$ cat src/rtl/mac_pkg.sv
package mac_pkg;

  // partial-product bits of weight col
  function automatic int pp_cnt(int aw, int bw, int col);
    int n = 0;
    for (int i = 0; i < aw; i++)
      if (col - i >= 0 && col - i < bw) n++;
    return n;
  endfunction

  // slot of row's partial product within its column
  function automatic int pp_rank(int aw, int bw, int col, int row);
    int n = 0;
    for (int i = 0; i < row; i++)
      if (col - i >= 0 && col - i < bw) n++;
    return n;
  endfunction

  // full adders needed to bring column col down to one bit
  function automatic int fa_cnt(int aw, int bw, int col);
    int cin = 0;
    int n   = 0;
    for (int c = 0; c <= col; c++) begin
      n   = pp_cnt(aw, bw, c) + 1 + cin;
      cin = n / 2;
    end
    return cin;
  endfunction

  // carry-bus offset of column col
  function automatic int fa_off(int aw, int bw, int col);
    int s = 0;
    for (int c = 0; c < col; c++) s += fa_cnt(aw, bw, c);
    return s;
  endfunction

endpackage

$ cat src/rtl/mac_fa_cell.sv
module mac_fa_cell (
  input  logic a_i,
  input  logic b_i,
  input  logic c_i,
  output logic s_o,
  output logic co_o
);
  logic p;
  assign p    = a_i ^ b_i;
  assign s_o  = p ^ c_i;
  assign co_o = (a_i & b_i) | (c_i & p);
endmodule

$ cat src/rtl/mac_pp_array.sv
module mac_pp_array #(
  parameter int A_W = 4,
  parameter int B_W = 4
) (
  input  logic [A_W-1:0]     a_i,
  input  logic [B_W-1:0]     b_i,
  output logic [A_W*B_W-1:0] pp_o
);
  for (genvar i = 0; i < A_W; i++) begin : g_row
    for (genvar k = 0; k < B_W; k++) begin : g_bit
      assign pp_o[i*B_W + k] = a_i[i] & b_i[k];
    end
  end
endmodule

$ cat src/rtl/mac_csa_tree.sv
module mac_csa_tree
  import mac_pkg::*;
#(
  parameter int A_W = 4,
  parameter int B_W = 4,
  parameter int S_W = 8
) (
  input  logic [A_W*B_W-1:0] pp_i,
  input  logic [S_W-1:0]     acc_i,
  output logic [S_W-1:0]     sum_o
);
  localparam int CY_W   = fa_off(A_W, B_W, S_W - 1);
  localparam int TOP_FA = fa_cnt(A_W, B_W, S_W - 1);
  localparam int TOP_W  = (TOP_FA > 0) ? TOP_FA : 1;

  logic [CY_W-1:0]  cy_bus;
  logic [TOP_W-1:0] unused_top_cy;

  if (TOP_FA == 0) begin : g_no_top
    assign unused_top_cy = '0;
  end

  for (genvar j = 0; j < S_W; j++) begin : g_col
    localparam int NPP = pp_cnt(A_W, B_W, j);
    localparam int NCI = (j == 0) ? 0 : fa_cnt(A_W, B_W, j - 1);
    localparam int NB  = NPP + 1 + NCI;
    localparam int NFA = NB / 2;
    localparam int OFF = fa_off(A_W, B_W, j);

    logic [NB-1:0] bits;
    logic [NFA:0]  run;

    // early bits first, late carries last
    for (genvar i = 0; i < A_W; i++) begin : g_pp
      if (j - i >= 0 && j - i < B_W) begin : g_on
        assign bits[pp_rank(A_W, B_W, j, i)] = pp_i[i*B_W + (j - i)];
      end
    end
    assign bits[NPP] = acc_i[j];
    if (NCI > 0) begin : g_cin
      assign bits[NB-1:NPP+1] = cy_bus[fa_off(A_W, B_W, j - 1) +: NCI];
    end

    assign run[0] = bits[0];
    for (genvar k = 0; k < NFA; k++) begin : g_fa
      logic cz, co;
      if (2*k + 2 < NB) begin : g_full
        assign cz = bits[2*k + 2];
      end else begin : g_pad
        assign cz = 1'b0;
      end
      mac_fa_cell u_fa (
        .a_i (run[k]),
        .b_i (bits[2*k + 1]),
        .c_i (cz),
        .s_o (run[k+1]),
        .co_o(co)
      );
      if (j < S_W - 1) begin : g_keep
        assign cy_bus[OFF + k] = co;
      end else begin : g_drop
        assign unused_top_cy[k] = co;
      end
    end
    assign sum_o[j] = run[NFA];
  end
endmodule

$ cat src/rtl/mac_fused.sv
module mac_fused #(
  parameter int A_W   = 4,
  parameter int B_W   = 4,
  parameter int ACC_W = 8
) (
  input  logic             clk_i,
  input  logic             rst_ni,
  input  logic             clr_i,
  input  logic             en_i,
  input  logic [A_W-1:0]   a_i,
  input  logic [B_W-1:0]   b_i,
  output logic [ACC_W-1:0] acc_o
);
  localparam int PP_N = A_W * B_W;

  logic [PP_N-1:0]  pp;
  logic [ACC_W-1:0] sum_next;
  logic [ACC_W-1:0] acc_q;

  mac_pp_array #(.A_W(A_W), .B_W(B_W)) u_pp (
    .a_i (a_i),
    .b_i (b_i),
    .pp_o(pp)
  );

  mac_csa_tree #(.A_W(A_W), .B_W(B_W), .S_W(ACC_W)) u_tree (
    .pp_i (pp),
    .acc_i(acc_q),
    .sum_o(sum_next)
  );

  always_ff @(posedge clk_i or negedge rst_ni) begin
    if (!rst_ni)     acc_q <= '0;
    else if (clr_i)  acc_q <= '0;
    else if (en_i)   acc_q <= sum_next;
  end

  assign acc_o = acc_q;

  a_r2_r6_fused_sum: assert property (@(posedge clk_i) disable iff (!rst_ni)
    (en_i && !clr_i) |=> acc_o == ACC_W'($past(acc_o)
                          + ACC_W'($past(a_i)) * ACC_W'($past(b_i))));

  a_r4_hold: assert property (@(posedge clk_i) disable iff (!rst_ni)
    (!en_i && !clr_i) |=> $stable(acc_o));

  a_r5_clear_wins: assert property (@(posedge clk_i) disable iff (!rst_ni)
    clr_i |=> acc_o == '0);

  a_r7_zero_operand: assert property (@(posedge clk_i) disable iff (!rst_ni)
    (en_i && !clr_i && (a_i == '0 || b_i == '0)) |=> $stable(acc_o));

  always_ff @(posedge clk_i) begin
    if (!rst_ni) a_r1_reset_zero: assert (acc_o == '0);
  end
endmodule

$ cat config.mk
export PLATFORM = sky130hd
export DESIGN_NAME = mac_fused
export DESIGN_NICKNAME = d
export VERILOG_FILES = /design/src/rtl/mac_pkg.sv /design/src/rtl/mac_fa_cell.sv /design/src/rtl/mac_pp_array.sv /design/src/rtl/mac_csa_tree.sv /design/src/rtl/mac_fused.sv
export SDC_FILE = /design/constraint.sdc
export NUM_CORES = 1
export LEC_CHECK = 0
export BUFFER_PORTS_ARGS = -buffer_cell sky130_fd_sc_hd__buf_4
export CORE_MARGIN = 2
export CORE_UTILIZATION = 25
export CTS_CLUSTER_DIAMETER = 100
export DETAILED_ROUTE_END_ITERATION = 16
export SYNTH_ARGS = -nofsm -noshare
export SYNTH_HDL_FRONTEND = slang
export SYNTH_HIERARCHICAL = 1
export SYNTH_SLANG_ARGS = --single-unit
$ cat constraint.sdc
create_clock -name clk_i -period 3.9 [get_ports clk_i]
set_input_delay 0.585 -clock clk_i [delete_from_list [all_inputs] [get_ports clk_i]]
set_output_delay 0.585 -clock clk_i [all_outputs]
set_load 0.01 [all_outputs]
## Yosys cells after proc, flatten, opt, wreduce, memory -nomap -nowiden

Cells that the tools add are included.

- Register bits after elaboration: 8
- Output and inout port bits: 8

- Mux-type cells: 2
- Reductions and logical operators: 1
- Bitwise operators: 98

Operators by type and width:

| cell | count |
|---|---|
| 1-bit AND | 49 |
| 1-bit XOR | 35 |
| 8-bit two-way mux | 2 |
| 1-bit bitwise OR | 14 |
| 2-bit nonzero test | 1 |

## Logic depth before layout (Yosys ltp)

- Depth in word-level cells: 18
- Depth in mapped cells: 11
- Depth with buffers taken out: 11

## Modules after synthesis

The synthesis kept the hierarchy.

By module, submodules not included:

| module | cells an instance | instances | area each (um^2) | sequential area each (um^2) |
|---|---|---|---|---|
| mac_fa_cell | 1 | 20 | 20.0 | 0.0 |
| mac_fused | 26 | 1 | 325.3 | 200.2 |
| mac_pp_array | 16 | 1 | 100.1 | 0.0 |
| mac_csa_tree | 7 | 1 | 48.8 | 0.0 |

## Least setup slack after synthesis

No wires, ideal clock.

- Path kind: input-to-reg
- Start: in b_i[3]
- End: reg acc_q[7] (netlist: acc_o[7])
- Buffers on the path: 0
- Data required time: 3772 ps
- Setup slack: -702 ps
- Cell stages on the path: 11
- Arrival: 4474 ps
- Library setup time: 128 ps
- Path through: and2_1 fa_1 fa_1 fa_1 fa_1 fa_1 fa_1 fa_1 fa_1 mux2i_1 nor2_1

- Elaborated cells between the ends (all ways): 63

RTL lines:

| element | line | text |
|---|---|---|
| start, declared | mac_fused.sv:11 | `input logic [B_W-1:0] b_i,` |
| 1-bit AND | mac_pp_array.sv:11 | `assign pp_o[i*B_W + k] = a_i[i] & b_i[k];` |
| 1-bit XOR | mac_fa_cell.sv:9 | `assign p = a_i ^ b_i;` |
| 1-bit XOR | mac_fa_cell.sv:10 | `assign s_o = p ^ c_i;` |
| named net u_tree.g_col[3].run[1] | mac_csa_tree.sv:31 | `logic [NFA:0] run;` |
| 1-bit XOR | mac_fa_cell.sv:9 |  |
| 1-bit XOR | mac_fa_cell.sv:10 |  |
| named net u_tree.g_col[3].run[2] | mac_csa_tree.sv:31 |  |
| 1-bit XOR | mac_fa_cell.sv:9 |  |
| [1 not listed] | n/a |  |
| named net u_tree.g_col[3].run[3] | mac_csa_tree.sv:31 |  |
| [1 not listed] | n/a |  |
| named net u_tree.g_col[3].g_fa[3].co | mac_csa_tree.sv:46 | `logic cz, co;` |
| [1 not listed] | n/a |  |
| named net u_tree.g_col[4].g_fa[3].co | mac_csa_tree.sv:46 |  |
| [2 not listed] | n/a |  |
| named net u_tree.g_col[5].g_fa[2].co | mac_csa_tree.sv:46 |  |
| 1-bit AND | mac_fa_cell.sv:11 | `assign co_o = (a_i & b_i) \| (c_i & p);` |
| 1-bit bitwise OR | mac_fa_cell.sv:11 |  |
| named net u_tree.g_col[6].g_fa[1].co | mac_csa_tree.sv:46 |  |
| 1-bit XOR | mac_fa_cell.sv:10 |  |
| named net sum_next[7] | mac_fused.sv:17 | `logic [ACC_W-1:0] sum_next;` |
| 8-bit two-way mux | mac_fused.sv:35 | `else if (en_i) acc_q <= sum_next;` |
| 8-bit two-way mux | mac_fused.sv:34 | `else if (clr_i) acc_q <= '0;` |
| end signal, assigned | mac_fused.sv:35 |  |
| end, declared | mac_fused.sv:18 | `logic [ACC_W-1:0] acc_q;` |

The timed path passes the listed nets, and every way through them passes these cells. The select of a mux whose other input is x is not followed.
A chain may end at the register's enable or synchronous reset.

## Worst setup path in the final report

- Start: in a_i[2]
- End: reg acc_q[7] (netlist: acc_o[7])

- Elaborated cells between the ends (all ways): 68

RTL lines:

| element | line | text |
|---|---|---|
| start, declared | mac_fused.sv:10 | `input logic [A_W-1:0] a_i,` |
| 1-bit AND | mac_pp_array.sv:11 |  |
| named net pp[9] | mac_fused.sv:16 | `logic [PP_N-1:0] pp;` |
| 1-bit XOR | mac_fa_cell.sv:10 |  |
| named net u_tree.g_col[3].run[1] | mac_csa_tree.sv:31 |  |
| 1-bit XOR | mac_fa_cell.sv:9 |  |
| 1-bit XOR | mac_fa_cell.sv:10 |  |
| named net u_tree.g_col[3].run[2] | mac_csa_tree.sv:31 |  |
| 1-bit XOR | mac_fa_cell.sv:9 |  |
| [1 not listed] | n/a |  |
| named net u_tree.g_col[3].run[3] | mac_csa_tree.sv:31 |  |
| [1 not listed] | n/a |  |
| named net u_tree.g_col[3].g_fa[3].co | mac_csa_tree.sv:46 |  |
| [1 not listed] | n/a |  |
| named net u_tree.g_col[4].g_fa[3].co | mac_csa_tree.sv:46 |  |
| [2 not listed] | n/a |  |
| named net u_tree.g_col[5].g_fa[2].co | mac_csa_tree.sv:46 |  |
| 1-bit AND | mac_fa_cell.sv:11 |  |
| 1-bit bitwise OR | mac_fa_cell.sv:11 |  |
| named net u_tree.g_col[6].g_fa[1].co | mac_csa_tree.sv:46 |  |
| 1-bit XOR | mac_fa_cell.sv:10 |  |
| named net sum_next[7] | mac_fused.sv:17 |  |
| 8-bit two-way mux | mac_fused.sv:35 |  |
| 8-bit two-way mux | mac_fused.sv:34 |  |

The timed path passes the listed nets, and every way through them passes these cells. The select of a mux whose other input is x is not followed.

==> metrics.txt <==
final wirelength=1.403 mm; Final ANT Viol Nets=0; Hold Fails Final Rpt=0; failing checks=negative setup slack; Final Worst Setup Slack=-322.2 ps; Die H=63.15 um; Critical Path Start Type=input port; post-layout util=34.01%; met3 Use GR=3.750%; CTS tree=done; CTS Buf Count=3; met2 Usage GRT=15.43%; H-tree depth=1; worst reg2reg startpoint=acc_o[1]; first-pass GRT wire length=2.794 mm; CP Capture Type=flip-flop; crit share post-route=108.3%; PortBufs=19; data arrival time of the worst path=4360 ps; vias in the first global route=680; Hold Path Class=in -> async; hold slack=143.5 ps; deepest clock path buffer count=2; power per standard cell area=502.4 nW/um2; die area=3987 um2; CTS Hold Bufs=0; final number of setup-violating endpoints=1; Reg clk slew, reported paths=50 ps; first-iteration detailed-routing DRC count=14; most frequent CP cell=fa_2; die width=63.15 um; MaxCap Viol Count=0; Setup crit start=a_i[2]; synthesized area=874.6 um2; dpl hpwl=1.339 mm; via count=552; CTS root buf=clkbuf_4; status=complete, but fails checks; Worst path max stage delay=550 ps; most common cell after layout, fill and taps aside=buf_4; Worst VDD drop=0.2426 mV; GP Congestion=0.7089; Remaining DRCs=0; max FFs per register=8; Avg Synthesized Cell Area=12.68 um2; post-synthesis cell type count=9; Diodes inserted=0; io pins=20; largest net degree at the start of global routing=9; Stages on worst setup path=12; Worst EP required=4040 ps; CP Class=in -> reg; drt first pass iters=2; core footprint=3337 um2; grt total ovfl=0; Seq cells post-synth=8; GR peak layer=met2; most frequent cells in the layout=buf_4, and2_1, fa_2, fa_1; clk sinks=8; FMAX=0.2368 GHz; GR Util met1=9.966%; cell family with most CP delay=adder cells; starting density of the core=26.21%; GRT Resource Usage Total=8.789%; vias per cell=4.000; minimum clock period=4222 ps; Final nets=126; critical path peak fanout=3; layout cells sized above 1=42.39%; post-synthesis sequential area ratio=22.89%; crit-path cells=buf_8 > and2_4 > fa_1 > fa_1 > fa_2 > fa_2 > fa_2 > fa_2 > fa_2 > fa_1 > mux2i_1 > nor2_1; worst skew pair latency=250 ps; Avg WL per Cell=10.17 um; RSZ-0062 raised after global routing=true; Cell Rows=21; initial antenna violation count=0; Slowest cell on crit path=fa_1; post-synthesis cell count=69; Clock Skew=0.6061 ps; worst path buffer plus inverter count=1; Synth warnings=6; Area growth syn-to-layout=29.76%; Lkg Pwr=0.5375 nW; Reg2Reg Depth=10; Slew Limit Fails=0
-- worst register-to-register path, delay by kind of cell (launching register included) --
family | cells | cell delay (ps)
adders and majority gates | 8 | 3070
DFF | 1 | 400
muxes | 1 | 150
and+or+nand+nor | 1 | 50
-- per-layer routing --
layer  vias to the layer above  share of wire, %
met1                       292                41
met4                         0                 0
met3                         0               5.7
met5                         -                 0
li1                        248                 -
met2                        12                53
-- report_power, final --
part           switching, W  internal (W)  leakage (nW)
registers         0.0000309      0.000112         0.107
clock network     0.0000258     0.0000350        0.0138
logic              0.000168      0.000199         0.417
-- cell usage after synthesis (all sizes together) --
library cell	n	area, um2
fa	20	400.4
and2	16	100.1
buf	8	60.05
dfrtp	8	200.2
mux2i	8	80.08
nor2	8	30.03
conb	1	3.750
-- logic make-up (layout without fill, tap and decap cells) --
logic type,after synthesis,count (layout),share of synthesized area (%)
AND/OR/NAND/NOR,24,24,14.88
adder cells (fa/ha/maj),20,20,45.78
multiplexers,8,8,9.156
flip-flops,8,8,22.89
buffers and inverters,8,27,6.866
other,1,5,0.4288
-- final timing paths --
check	to	slack, ps
worst max-delay path	acc_o[7]	-320
worst min-delay path	acc_o[6]	140
worst max register to register	acc_o[7]	120
worst min register to register	acc_o[1]	580
max in group asynchronous	acc_o[0]	3630
min in group clk_i	acc_o[3]	560
-- per-stage QoR --
step	instance area [um2]	worst slack, ps	cells	TNS (ps)	total power [W]
final	1135	-322.2	138	-322.2	0.0005702
after global routing	1135	-466.3	138	-574.0	0.0006569
after CTS	1135	-344.7	138	-357.9	0.0005938
after detailed placement	1085	-664.3	134	-975.5	0.0005253
after global placement	1085	-583.0	134	-849.6	0.0005064
after floorplan	914.6	31.78	73	0	0.0005170
-- cell type report --
class | count | area [um2]
clock buffers | 3 | 22.52
fillers | 354 | 2202
multi-input cells | 57 | 659.4
flip-flops and latches | 8 | 200.2
well taps | 46 | 57.56
repair buffers | 24 | 195.2
-- repair_timing --
action,in CTS,in global routing
pin swaps,2,1
setup buffers,1,0
hold endpoints to repair,0,0
setup endpoints to repair,2,2
gates resized for setup,6,0
No activity file was read; power rests on OpenSTA's default activity.
